**src/rtl/pat101_pkg.sv**
```systemverilog
package pat101_pkg;
   localparam int unsigned REC_STATE_W = 2;

   typedef logic [REC_STATE_W-1:0] rec_state_t;

   localparam rec_state_t ST_EMPTY   = 2'b00;
   localparam rec_state_t ST_SAW1    = 2'b01;
   localparam rec_state_t ST_SAW10   = 2'b10;
   localparam rec_state_t ST_SAW101  = 2'b11;

   typedef enum logic [0:0] {
      NS_EQUATIONS = 1'b0,
      NS_TABLE     = 1'b1
   } ns_style_e;
endpackage

```
**src/rtl/pat101_moore_fsm.sv**
```systemverilog
module pat101_moore_fsm
   import pat101_pkg::*;
#(
   parameter int unsigned STATE_W  = REC_STATE_W,
   parameter ns_style_e   NS_STYLE = NS_EQUATIONS
) (
   input  logic               clk,
   input  logic               rst,
   input  logic               din,
   output logic [STATE_W-1:0] state_q,
   output logic               accept
);
   localparam int unsigned A_BIT = STATE_W - 1;
   localparam int unsigned B_BIT = 0;

   generate
      if (STATE_W != 2) begin : g_bad_width
         $error("pat101_moore_fsm: STATE_W must be 2");
      end
   endgenerate

   logic [STATE_W-1:0] state_d;

   generate
      if (NS_STYLE == NS_EQUATIONS) begin : g_ns_eqn
         always_comb begin
            state_d        = '0;
            state_d[A_BIT] = (~din & state_q[B_BIT]) |
                             (din & state_q[A_BIT] & ~state_q[B_BIT]);
            state_d[B_BIT] = din;
         end
      end else begin : g_ns_tbl
         always_comb begin
            unique case (state_q)
               ST_EMPTY:  state_d = din ? ST_SAW1   : ST_EMPTY;
               ST_SAW1:   state_d = din ? ST_SAW1   : ST_SAW10;
               ST_SAW10:  state_d = din ? ST_SAW101 : ST_EMPTY;
               ST_SAW101: state_d = din ? ST_SAW1   : ST_SAW10;
               default:   state_d = ST_EMPTY;
            endcase
         end
      end
   endgenerate

   always_ff @(posedge clk) begin
      if (rst) begin
         state_q <= ST_EMPTY;
      end else begin
         state_q <= state_d;
      end
   end

   assign accept = state_q[A_BIT] & state_q[B_BIT];
endmodule

```
**src/rtl/pat101_mealy_fsm.sv**
```systemverilog
module pat101_mealy_fsm
   import pat101_pkg::*;
#(
   parameter int unsigned STATE_W  = REC_STATE_W,
   parameter ns_style_e   NS_STYLE = NS_EQUATIONS
) (
   input  logic               clk,
   input  logic               rst,
   input  logic               din,
   output logic [STATE_W-1:0] state_q,
   output logic               accept
);
   localparam int unsigned A_BIT = STATE_W - 1;
   localparam int unsigned B_BIT = 0;

   generate
      if (STATE_W != 2) begin : g_bad_width
         $error("pat101_mealy_fsm: STATE_W must be 2");
      end
   endgenerate

   logic [STATE_W-1:0] state_d;

   generate
      if (NS_STYLE == NS_EQUATIONS) begin : g_ns_eqn
         always_comb begin
            state_d        = '0;
            state_d[A_BIT] = ~din & state_q[B_BIT];
            state_d[B_BIT] = din;
         end
      end else begin : g_ns_tbl
         // code 11 is unused; its row follows the equations so it exits in one clock
         always_comb begin
            unique case (state_q)
               ST_EMPTY:  state_d = din ? ST_SAW1 : ST_EMPTY;
               ST_SAW1:   state_d = din ? ST_SAW1 : ST_SAW10;
               ST_SAW10:  state_d = din ? ST_SAW1 : ST_EMPTY;
               ST_SAW101: state_d = din ? ST_SAW1 : ST_SAW10;
               default:   state_d = ST_EMPTY;
            endcase
         end
      end
   endgenerate

   always_ff @(posedge clk) begin
      if (rst) begin
         state_q <= ST_EMPTY;
      end else begin
         state_q <= state_d;
      end
   end

   assign accept = din & state_q[A_BIT];
endmodule

```
**src/rtl/pat101_dual_recognizer.sv**
```systemverilog
module pat101_dual_recognizer
   import pat101_pkg::*;
#(
   parameter int unsigned STATE_W  = REC_STATE_W,
   parameter ns_style_e   NS_STYLE = NS_EQUATIONS
) (
   input  logic               clk,
   input  logic               rst,
   input  logic               din,
   output logic               hit_moore,
   output logic               hit_mealy,
   output logic [STATE_W-1:0] moore_state,
   output logic [STATE_W-1:0] mealy_state
);
   generate
      if (STATE_W != REC_STATE_W) begin : g_bad_width
         $error("pat101_dual_recognizer: STATE_W must equal REC_STATE_W");
      end
   endgenerate

   logic moore_acc;
   logic mealy_acc;

   pat101_moore_fsm #(
      .STATE_W  (STATE_W),
      .NS_STYLE (NS_STYLE)
   ) u_moore (
      .clk     (clk),
      .rst     (rst),
      .din     (din),
      .state_q (moore_state),
      .accept  (moore_acc)
   );

   pat101_mealy_fsm #(
      .STATE_W  (STATE_W),
      .NS_STYLE (NS_STYLE)
   ) u_mealy (
      .clk     (clk),
      .rst     (rst),
      .din     (din),
      .state_q (mealy_state),
      .accept  (mealy_acc)
   );

   // both flags held low while reset is applied
   assign hit_moore = moore_acc & ~rst;
   assign hit_mealy = mealy_acc & ~rst;
endmodule

```
**config.mk**
```make
export PLATFORM = sky130hd
export DESIGN_NAME = pat101_dual_recognizer
export DESIGN_NICKNAME = d
export VERILOG_FILES = /design/src/rtl/pat101_pkg.sv /design/src/rtl/pat101_moore_fsm.sv /design/src/rtl/pat101_mealy_fsm.sv /design/src/rtl/pat101_dual_recognizer.sv
export SDC_FILE = /design/constraint.sdc
export NUM_CORES = 1
export LEC_CHECK = 0
export ABC_AREA = 1
export BUFFER_PORTS_ARGS = -buffer_cell sky130_fd_sc_hd__buf_2
export CAP_MARGIN = 20
export CORE_AREA = 2 2 39 41
export CTS_BUF_LIST = sky130_fd_sc_hd__clkbuf_2 sky130_fd_sc_hd__clkbuf_4 sky130_fd_sc_hd__clkbuf_8
export CTS_CLUSTER_DIAMETER = 40
export DETAILED_ROUTE_END_ITERATION = 7
export DIE_AREA = 0 0 41 43
export GPL_ROUTABILITY_DRIVEN = 0
export PLACE_DENSITY = 0.41
export SYNTH_ARGS = -nofsm -noshare
export SYNTH_HDL_FRONTEND = slang
export SYNTH_HIERARCHICAL = 1
export SYNTH_SLANG_ARGS = --single-unit
```
**constraint.sdc**
```tcl
create_clock -name clk -period 1.4 [get_ports clk]
set_input_delay 0.07 -clock clk [delete_from_list [all_inputs] [get_ports clk]]
set_output_delay 0.07 -clock clk [all_outputs]
set_load 0.01 [all_outputs]
```
# --- After elaboration in Yosys (flattened, before gate mapping) ---
# Index checks and enable logic that the tools add are counted.
classes:
  bitwise_logic: 12
ops:
  columns: ["operator", "n"]
  rows:
  - ["1-bit AND", 8]
  - ["1-bit inverter", 3]
  - ["1-bit bitwise OR", 1]
word_totals:
  register_bits: 4
  out_inout_bits: 6
  word_cells: 14
  in_bits: 3

# --- Depth between registers and ports, before layout ---
logic_depth:
  depth_word: 3
  ltp_mapped: 4
  mapped_depth_nobuf: 4

# --- Hierarchy ---
# Netlist, hierarchy kept.
by_module_without_submodules:
  columns: ["mod", "seq_area_each_um2", "area_each_um2", "cells_per_inst", "n_inst"]
  rows:
  - ["pat101_moore_fsm", 40.0, 75.1, 11, 1]
  - ["pat101_mealy_fsm", 40.0, 67.6, 8, 1]
  - ["pat101_dual_recognizer", 0.0, 15.0, 4, 1]

# --- Worst setup path before layout ---
# No wires, ideal clock.
synth_timing:
  path_type: "register to output"
  from: "register u_moore.state_q[0]"
  to: "output port hit_moore"
  arrival_ns: 0.681
  required_time_ns: 1.330
  path_stages_with_launch: 5
  path_buffers: 0
  setup_slack_ns: 0.649
  path_cell_list: "dfxtp_1 > nand2_1 > inv_1 > inv_1 > nor2_1"
synth_between:
  elab_chain_cells: 2
synth_rtl:
  columns: ["element", "line_no", "source"]
  rows:
  - ["from (decl)", "pat101_moore_fsm.sv:10", "output logic [STATE_W-1:0] state_q,"]
  - ["from (signal assigned)", "pat101_moore_fsm.sv:49", "state_q <= state_d;"]
  - ["1-bit AND", "pat101_moore_fsm.sv:53", "assign accept = state_q[A_BIT] & state_q[B_BIT];"]
  - ["via moore_acc", "pat101_dual_recognizer.sv:21", "logic moore_acc;"]
  - ["1-bit AND", "pat101_dual_recognizer.sv:47", "assign hit_moore = moore_acc & ~rst;"]
  - ["to (decl)", "pat101_dual_recognizer.sv:10", "output logic hit_moore,"]
# The timed path passes the listed nets, and every way through them passes these cells.

# --- Final worst setup path ---
# Ends and elaborated chain as after synthesis.

==> metrics.cfg <==
[critical_path]
path_max_fanout = 4
worstPathRequired_ns = 1.33
path_class = flip-flop to output port
cp-start-kind = flip-flop
end_kind = output port
reg2regPathDepth = 3
crit_arrival_ns = 0.92

[finish]
layout.nets = 39
drive_gt1_frac = 0.412
syn2layout_area_growth_pct = 52.4
insertedDiodeCount = 0

[synth]
syn_avg_cell_area_um2 = 6.85
ys_seq_area_frac = 0.508
ys_ff_latch = 4
syn_area_um2 = 158
synthCells = 23
yosysUniqueCellTypes = 8
yosys_warnings = 6
synth_nets = 26

[die]
io-pin-count = 9
start_util = 0.114
die_x_um = 41
dieArea_um2 = 1760
num_rows = 14
die_y_um = 43
core_um2 = 1380

[grt]
grt_start_max_net_pins = 7
overflow = 0
first_global_vias = 116
track_usage = 0.0462
grt_pass1_wl_um = 414
antenna_found_initial = 0

[drt]
wl_per_cell_um = 6.30
drt-initial-drc-count = 1
num_vias = 156
wirelength_um = 315
drc_errors = 0
avgViaCountPerCell = 3.12
ant_nets = 0
dr.pass1.iters = 4

[status]
status = finished, final reports clean

[sta]
drv_slew = 0
hold_viol_final = 0
rsz0062_at_grt = false
min_period_ns = 0.988
fin_crit_sh = 0.706
max_slew_margin = 0.917
clock_skew_ns = 0.0000215
setup-tns-final_ns = 0
tightest_slew_ns = 0.125
finalSetupViolCount = 0
fmaxAchievable_mhz = 1010

[clocking]
cts.clk_slew.worst_paths_ns = 0.04
cts_tree = done
cts-buffers-inserted = 3
cts_buffer_depth = 2
worst_skew_pair.late_latency_ns = 0.23
cts_resized = 0
cts_max_level = 1
clock-sinks = 4
cts_root_buffer = clkbuf_4
cts_setup_buffers = 0
ctsHoldBuffers = 0

[pwr]
peakVddDrop_mv = 0.236
power.leakage_nw = 0.143
power_mw = 0.290
powerDensity_nw_per_um2 = 1210

[place]
hpwl_um = 241
place.port_buffers = 8

[min_path]
hold_depth = 2
hold_class = input port to flip-flop

[flow_run]
maxCapViolations = 0

==> through the flow <==
step,util,std cells,setup slack (ns),hold WS [ns],area [um2]
finish,0.174,50,0.412,0.0646,240
global route,0.174,50,0.299,0.0720,240
CTS,0.174,50,0.395,0.0682,240
detailed placement,0.157,47,0.645,0.316,218
global placement,0.157,47,0.651,0.316,218
floorplan,-,23,0.649,0.136,158
==> routing by layer <==
| metal | GRT usage | vias to the layer above | share of wire |
|---|---|---|---|
| met5 | 0 | - | 0 |
| met4 | 0.0800 | 0 | 0.057 |
| met3 | 0.0471 | 2 | 0.16 |
| met2 | 0.0469 | 8 | 0.42 |
| met1 | 0.0323 | 61 | 0.36 |
| li1 | - | 85 | - |
==> worst max-delay path, stage by stage, from the launching register on <==
cell,delay [ns]
dfxtp_1,0.36
nand2_1,0.06
inv_1,0.05
inv_1,0.03
nor2_1,0.06
buf_2,0.13
==> layout by cell type (no fill, tap or decap) <==
| master | netlist | routed |
|---|---|---|
| buf_2 | 0 | 8 |
| inv_1 | 6 | 6 |
| nor2_1 | 5 | 5 |
| nand2_1 | 4 | 4 |
| dfxtp_1 | 4 | 4 |
| clkbuf_4 | 0 | 3 |
| inv_2 | 1 | 1 |
| nand2_2 | 1 | 1 |
| nor2_2 | 1 | 1 |
| a21oi_1 | 1 | 1 |
==> synth_stat cells <==
cell | instances | area [um2]
a21oi_1 | 1 | 5.00
dfxtp_1 | 4 | 80.1
inv_1 | 6 | 22.5
inv_2 | 1 | 3.75
nand2_1 | 4 | 15.0
nand2_2 | 1 | 6.26
nor2_1 | 5 | 18.8
nor2_2 | 1 | 6.26
==> cell families after synthesis <==
kind of cell,count (synthesis),synth area share
AOI/OAI and AO/OA,1,0.0317
buffers and inverters,7,0.167
DFF,4,0.508
and+or+nand+nor,11,0.294
==> area by class of cell <==
class / count / area [um2]
fill: 160 / 1140
sequential: 4 / 80.1
multi-input combinational: 12 / 51.3
timing repair buffer: 8 / 40.0
inverter: 7 / 26.3
clock buffer: 3 / 22.5
tap: 16 / 20.0
==> flip-flops by register name (all words and copies together) (netlist names) <==
register         flops
u_mealy/state_q      2
u_moore/state_q      2
==> path summary, 6_finish.rpt <==
check                     startpoint                 end  slack (ns)
hold / removal                   rst  u_mealy/state_q[1]        0.06
setup reg to reg  u_moore/state_q[0]  u_moore/state_q[1]        0.78
hold reg to reg   u_mealy/state_q[0]  u_mealy/state_q[1]        0.44
setup / recovery  u_moore/state_q[0]           hit_moore        0.41
==> report_power, final <==
group | leakage (nW) | internal (mW) | total (mW) | switching (mW)
Sequential | 0.0330 | 0.120 | 0.124 | 0.00367
Combinational | 0.0959 | 0.0101 | 0.0244 | 0.0143
Clock | 0.0138 | 0.0958 | 0.142 | 0.0459
Note: power is estimated with default switching activity, not from simulation.
